--- src/rtl/mseq_pkg.sv ---
package mseq_pkg;

  typedef enum logic [1:0] {
    SEL_ZERO  = 2'b00,
    SEL_DISP1 = 2'b01,
    SEL_DISP2 = 2'b10,
    SEL_INCR  = 2'b11
  } sel_e;

  localparam logic [5:0] OP_RREG  = 6'h00;
  localparam logic [5:0] OP_JUMP  = 6'h02;
  localparam logic [5:0] OP_BREQ  = 6'h04;
  localparam logic [5:0] OP_ORIMM = 6'h0D;
  localparam logic [5:0] OP_LOAD  = 6'h23;
  localparam logic [5:0] OP_STORE = 6'h2B;

endpackage

--- src/rtl/mseq_dispatch.sv ---
module mseq_dispatch #(
  parameter int AW    = 4,
  parameter int OPW   = 6,
  parameter int STAGE = 1
) (
  input  logic [OPW-1:0] opcode,
  output logic           hit,
  output logic [AW-1:0]  target
);
  import mseq_pkg::*;

  generate
    if (STAGE == 1) begin : g_decode_table
      always_comb begin
        hit    = 1'b1;
        target = '0;
        case (opcode)
          OP_RREG:  target = AW'(6);
          OP_JUMP:  target = AW'(9);
          OP_BREQ:  target = AW'(8);
          OP_ORIMM: target = AW'(10);
          OP_LOAD,
          OP_STORE: target = AW'(2);
          default:  hit    = 1'b0;
        endcase
      end
    end else begin : g_memop_table
      always_comb begin
        hit    = 1'b1;
        target = '0;
        case (opcode)
          OP_LOAD:  target = AW'(3);
          OP_STORE: target = AW'(5);
          default:  hit    = 1'b0;
        endcase
      end
    end
  endgenerate

endmodule

--- src/rtl/mseq_incr.sv ---
module mseq_incr #(
  parameter int AW = 4
) (
  input  logic [AW-1:0] cur,
  output logic [AW-1:0] nxt
);
  assign nxt = cur + AW'(1);
endmodule

--- src/rtl/mseq_addr_mux.sv ---
module mseq_addr_mux #(
  parameter int AW = 4
) (
  input  logic [1:0]    sel,
  input  logic          d1_hit,
  input  logic [AW-1:0] d1_tgt,
  input  logic          d2_hit,
  input  logic [AW-1:0] d2_tgt,
  input  logic [AW-1:0] inc_addr,
  output logic [AW-1:0] next_addr,
  output logic          bad_dispatch
);
  import mseq_pkg::*;

  always_comb begin
    next_addr    = '0;
    bad_dispatch = 1'b0;
    case (sel_e'(sel))
      SEL_ZERO:  next_addr = '0;
      SEL_DISP1: begin
        next_addr    = d1_hit ? d1_tgt : '0;
        bad_dispatch = ~d1_hit;
      end
      SEL_DISP2: begin
        next_addr    = d2_hit ? d2_tgt : '0;
        bad_dispatch = ~d2_hit;
      end
      SEL_INCR:  next_addr = inc_addr;
      default:   next_addr = '0;
    endcase
  end
endmodule

--- src/rtl/mseq_sequencer.sv ---
module mseq_sequencer #(
  parameter int AW  = 4,
  parameter int OPW = 6
) (
  input  logic           clk,
  input  logic           rst,
  input  logic [OPW-1:0] opcode,
  input  logic [1:0]     addr_sel,
  output logic [AW-1:0]  uaddr,
  output logic           illegal_dispatch
);

  logic          d1_hit, d2_hit, bad_dispatch;
  logic [AW-1:0] d1_tgt, d2_tgt, inc_addr, next_addr;

  mseq_dispatch #(.AW(AW), .OPW(OPW), .STAGE(1)) u_disp_decode (
    .opcode(opcode), .hit(d1_hit), .target(d1_tgt)
  );

  mseq_dispatch #(.AW(AW), .OPW(OPW), .STAGE(2)) u_disp_memop (
    .opcode(opcode), .hit(d2_hit), .target(d2_tgt)
  );

  mseq_incr #(.AW(AW)) u_incr (
    .cur(uaddr), .nxt(inc_addr)
  );

  mseq_addr_mux #(.AW(AW)) u_mux (
    .sel(addr_sel),
    .d1_hit(d1_hit), .d1_tgt(d1_tgt),
    .d2_hit(d2_hit), .d2_tgt(d2_tgt),
    .inc_addr(inc_addr),
    .next_addr(next_addr),
    .bad_dispatch(bad_dispatch)
  );

  always_ff @(posedge clk) begin
    if (rst) begin
      uaddr            <= '0;
      illegal_dispatch <= 1'b0;
    end else begin
      uaddr            <= next_addr;
      illegal_dispatch <= bad_dispatch;
    end
  end

endmodule

--- config.mk ---
export PLATFORM = sky130hd
export DESIGN_NAME = mseq_sequencer
export DESIGN_NICKNAME = d
export VERILOG_FILES = /design/src/rtl/mseq_pkg.sv /design/src/rtl/mseq_dispatch.sv /design/src/rtl/mseq_incr.sv /design/src/rtl/mseq_addr_mux.sv /design/src/rtl/mseq_sequencer.sv
export SDC_FILE = /design/constraint.sdc
export NUM_CORES = 1
export LEC_CHECK = 0
export ABC_AREA = 1
export BUFFER_PORTS_ARGS = -buffer_cell sky130_fd_sc_hd__buf_2
export CAP_MARGIN = 20
export CELL_PAD_IN_SITES_DETAIL_PLACEMENT = 0
export CELL_PAD_IN_SITES_GLOBAL_PLACEMENT = 2
export CORE_UTILIZATION = 25
export DETAILED_ROUTE_END_ITERATION = 10
export GPL_TIMING_DRIVEN = 0
export PLACE_DENSITY = 0.86
export SLEW_MARGIN = 15
export SYNTH_ARGS = -nofsm -noshare
export SYNTH_HDL_FRONTEND = slang
export SYNTH_SLANG_ARGS = --single-unit
--- constraint.sdc ---
create_clock -name clk -period 1.67 [get_ports clk]
set_input_delay 0.2505 -clock clk [delete_from_list [all_inputs] [get_ports clk]]
set_output_delay 0.2505 -clock clk [all_outputs]
set_load 0.02 [all_outputs]
-- After elaboration in Yosys (flattened, before gate mapping)
Index checks and enable logic that the tools add are counted.
- register bits: 5
- bits in latches: 0
- RAM bits: 0
- memory bits (read-only): 0
- bits of input ports: 10
- output and inout port bits: 5
- logic and storage cells: 25
- memories kept: 0
- add/sub/neg operators: 1
- $mul: 0
- div/mod/pow operators: 0
- magnitude comparators: 0
- eq/ne operators: 8
- shift-type cells: 0
- mux-type cells: 8
- bitwise logic cells: 2
- reductions and logical operators: 4
- operator list (kind ; count):
    $pmux 4 s5 ; 1
    $pmux 4 s4 ; 1
    $eq 6x6->1 const B ; 2
    $eq 6x2->1 const B ; 1
    $eq 6x3->1 const B ; 1
    $eq 6x4->1 const B ; 1
    $logic_not 6->1 ; 1
    $pmux 3 s2 ; 1
    $reduce_or 6->1 ; 1
    $add 4x1->4 const B ; 1
    $eq 2x2->1 const B ; 2
    $mux 4 ; 1
    $mux 3 ; 1
    $eq 2x1->1 const B ; 1
    $logic_not 2->1 ; 1
    $mux 1 ; 2
    $not 1->1 ; 2
    $pmux 1 s2 ; 1
    $reduce_or 2->1 ; 1

-- Depth between registers and ports, before layout
- word-level depth: 5
- gate-level depth with buffers: 7
- depth with buffers taken out: 7

-- Hierarchy
From an unflattened synthesis, not the netlist that was laid out.
- cell total of the unflattened synthesis: 99
- area total of the unflattened synthesis: 564.3 µm²
- modules (own cells, without submodules) (module ; times used ; cells each ; area an instance (µm²) ; sequential area each (µm²)):
    mseq_addr_mux ; 1 ; 36 ; 188.9 ; 0.0
    mseq_sequencer ; 1 ; 15 ; 137.6 ; 100.1
    mseq_dispatch at u_disp_decode ; 1 ; 26 ; 127.6 ; 0.0
    mseq_dispatch at u_disp_memop ; 1 ; 14 ; 62.6 ; 0.0
    mseq_incr ; 1 ; 8 ; 47.5 ; 0.0

-- Worst setup path before layout
Ideal clock, no wire load.
- path kind: register to register
- start: register uaddr[0]
- end: register uaddr[1]
- setup time: 0.119 ns
- data arrival time: 1.054 ns
- data required time: 1.551 ns
- slack: 0.497 ns
- cell stages (with the launch flop): 6
- path buffers: 0
- period minus slack after synthesis: 1.173 ns
- cells stage by stage: dfxtp_1 -> ha_1 -> nand2_1 -> inv_1 -> a31oi_1 -> a21oi_2
- word-level cells in the longest chain between the ends: 2
- RTL lines (element ; line ; text):
    from (decl) ; mseq_sequencer.sv:9 ; output logic [AW-1:0] uaddr,
    from (signal assigned) ; mseq_sequencer.sv:42 ; uaddr <= next_addr;
    $add 4x1->4 ; mseq_incr.sv:7 ; assign nxt = cur + AW'(1);
    $pmux 4 s4 ; mseq_addr_mux.sv:18 ; case (sel_e'(sel))
No other way between the ends.
A chain may end at the register's enable or synchronous reset.

-- Worst setup path in the final report
Same ends and word-level chain as after synthesis.

==> results_dict.tcl <==
set metrics [dict create \
    grt_pass1_vias 450 \
    cts_buffers 3 \
    drcViolationCount 1 \
    cts_root_buf "clkbuf_4" \
    rr_startpoint "uaddr[0]" \
    start_util 0.2802 \
    clkSinkCount 5 \
    synth.distinct_cells 18 \
    start_kind "flop" \
    slowest_delay_ns 0.40 \
    tns_ns 0 \
    yosysSeqAreaShare 0.2266 \
    area_growth_pct 26.35 \
    r2r_cells 5 \
    period_needed_ns 1.117 \
    path_max_fanout 5 \
    io_buffers 14 \
    fin_util 0.3540 \
    multi_input_area_sq_um 289.0 \
    relSlewSlack 0.8529 \
    h-tree-depth 1 \
    drive_gt1_frac 0.2941 \
    drv_cap 0 \
    postCtsSetupRepairBufs 0 \
    first_iter_violations 5 \
    n_antenna_cell 0 \
    hold_class "in2reg" \
    ant_nets 0 \
    max_slew.worst_pin.slew_ns 0.2200 \
    num_rows 14 \
    wirelength_microns 872 \
    track_usage 0.1191 \
    slowest_stage "dfxtp_1" \
    required_ns 1.80 \
    power_density_nw_per_um2 579.3 \
    fin_cells 101 \
    cts_resized 0 \
    hold_end "illegal_dispatch" \
    synth_nets 82 \
    core_area_sq_um 1577 \
    dieWidth_microns 44.03 \
    grt_max_degree 6 \
    num-fill-cells 190 \
    vias_per_cell 4.376 \
    setup.reg_to_reg.worst_slack_ns 0.55 \
    antenna_found_initial 0 \
    failed_checks "design-rule violations" \
    cp-end-kind "flop" \
    max_freq_mhz 895.1 \
    rsz0062_at_grt "no" \
    skew_ns 0.001257 \
    drtPass1Iterations 6 \
    gp_congestion 0.7011 \
    die_h_microns 44.03 \
    p_leak_nw 0.3172 \
    setup_viol 0 \
    dp.cells 97 \
    cts_tree "done" \
    grt_pass1_wl_mm 1.683 \
    timing.rr.end "uaddr[1]" \
    vias 442 \
    wire_per_inst_microns 8.634 \
    cp_cell_sequence "ha_1, nand2_1, inv_1, a31oi_1, a21oi_2" \
    clk_latency_ns 0.24 \
    grt-ovfl-total 0 \
    nets 101 \
    cts_max_path_buffers 2 \
    hold_depth 4 \
    ys_seq_elements 5 \
    status "finished, violations left" \
    avgSynthCellArea_sq_um 6.592 \
    yosysWarnings 0 \
    hpwl_microns 749.7 \
    fin_crit_sh 0.6689 \
    hold_viol 0 \
    slew_viol_final 0 \
    netlist_area_sq_um 441.7 \
    clkTransAtPathRegs_ns 0.04 \
    mostFrequentLayoutCell "nand2_1" \
    die_area_sq_um 1939 \
    vdd_drop_max_mv 0.3280 \
    arrival_ns 1.24 \
    layout_common_cells "nand2_1, inv_1, buf_2" \
    cts_hold_buf 0 \
    synth_cells 67 \
    io_pins 15 \
    critPathKind "reg2reg" \
    regArea_sq_um 100.1 \
    hold_path_startpoint "rst" \
]
[power by group]
part           switching (mW)  internal, mW
logic                  0.0379        0.0238
clock network          0.0465        0.0901
registers             0.00205         0.123
[final cells by class]
class,count,share of cell area
Timing Repair Buffer,14,0.1256
Sequential cell,5,0.1794
Clock buffer,4,0.04709
Inverter,14,0.09417
Multi-Input combinational cell,48,0.5179
Tap cell,16,0.03587
[metrics by stage]
step | cell area [sq um] | power (mW) | setup slack, ns | hold slack, ns
3_5_place_dp | 531.8 | 0.1894 | 0.5446 | 0.5137
5_1_grt | 558.0 | 0.3626 | 0.4852 | 0.2644
4_1_cts | 558.0 | 0.3327 | 0.5378 | 0.2537
6_report | 558.0 | 0.3233 | 0.5529 | 0.2618
3_3_place_gp | 531.8 | 0.1892 | 0.5241 | 0.5150
2_1_floorplan | 441.7 | 0.1628 | 0.4971 | 0.3894
[sequential cells by signal (all words and copies together), names as in the netlist]
| register | flops |
|---|---|
| illegal_dispatch | 1 |
| uaddr | 4 |
[metal layers]
metal  part of all wire  vias to the layer above  GRT usage
li1                   -                      245          -
met1               0.48                      186     0.1429
met2               0.46                       11     0.1853
met3              0.058                        0    0.06122
met4                  0                        0    0.03636
met5                  0                        -          0
[worst max path at each step]
stage,startpoint,endpoint,slack (ns),cells after the start
after floorplan,uaddr[0],uaddr[1],0.50,5
after global placement,uaddr[0],uaddr[1],0.52,5
after detailed placement,uaddr[0],uaddr[1],0.54,5
after CTS,uaddr[0],uaddr[1],0.54,5
after global routing,uaddr[0],uaddr[1],0.49,5
final,uaddr[0],uaddr[1],0.55,5
[worst max-delay path, delay by kind of cell, from the launching register on]
kind / cells / cell delay, ns
simple gates: 1 / 0.06
fa+ha+maj: 1 / 0.26
flops: 1 / 0.40
compound gates: 2 / 0.26
buf+inv: 1 / 0.04
[synthesized netlist by cell type]
cell type   n  area, sq um
nand3_1     5        25.02
a21oi_1     2        10.01
xnor2_1     1        8.760
o211ai_1    1        7.510
a31oi_1     1        6.260
a31o_2      1        8.760
o21ai_1     1        5.000
ha_1        5        62.56
nor2_1      8        30.03
a21oi_2     1        8.760
inv_1      14        52.55
nand4_1     1        6.260
nand2_2     1        6.260
o211ai_2    1        12.51
dfxtp_1     5        100.1
nor2_2      3        18.77
nand2_1    15        56.30
nor3_4      1        16.27
[kinds of logic (layout without fill, tap and decap cells)]
logic type / Yosys count / after routing / share of synthesized area
adders and majority gates: 5 / 5 / 0.1416
xor gates and xnor gates: 1 / 1 / 0.01983
AOI/OAI and AO/OA: 8 / 8 / 0.1332
and+or+nand+nor: 34 / 34 / 0.3598
DFF: 5 / 5 / 0.2266
buffers and inverters: 14 / 32 / 0.1190
Power figures use the tool's default switching activity.
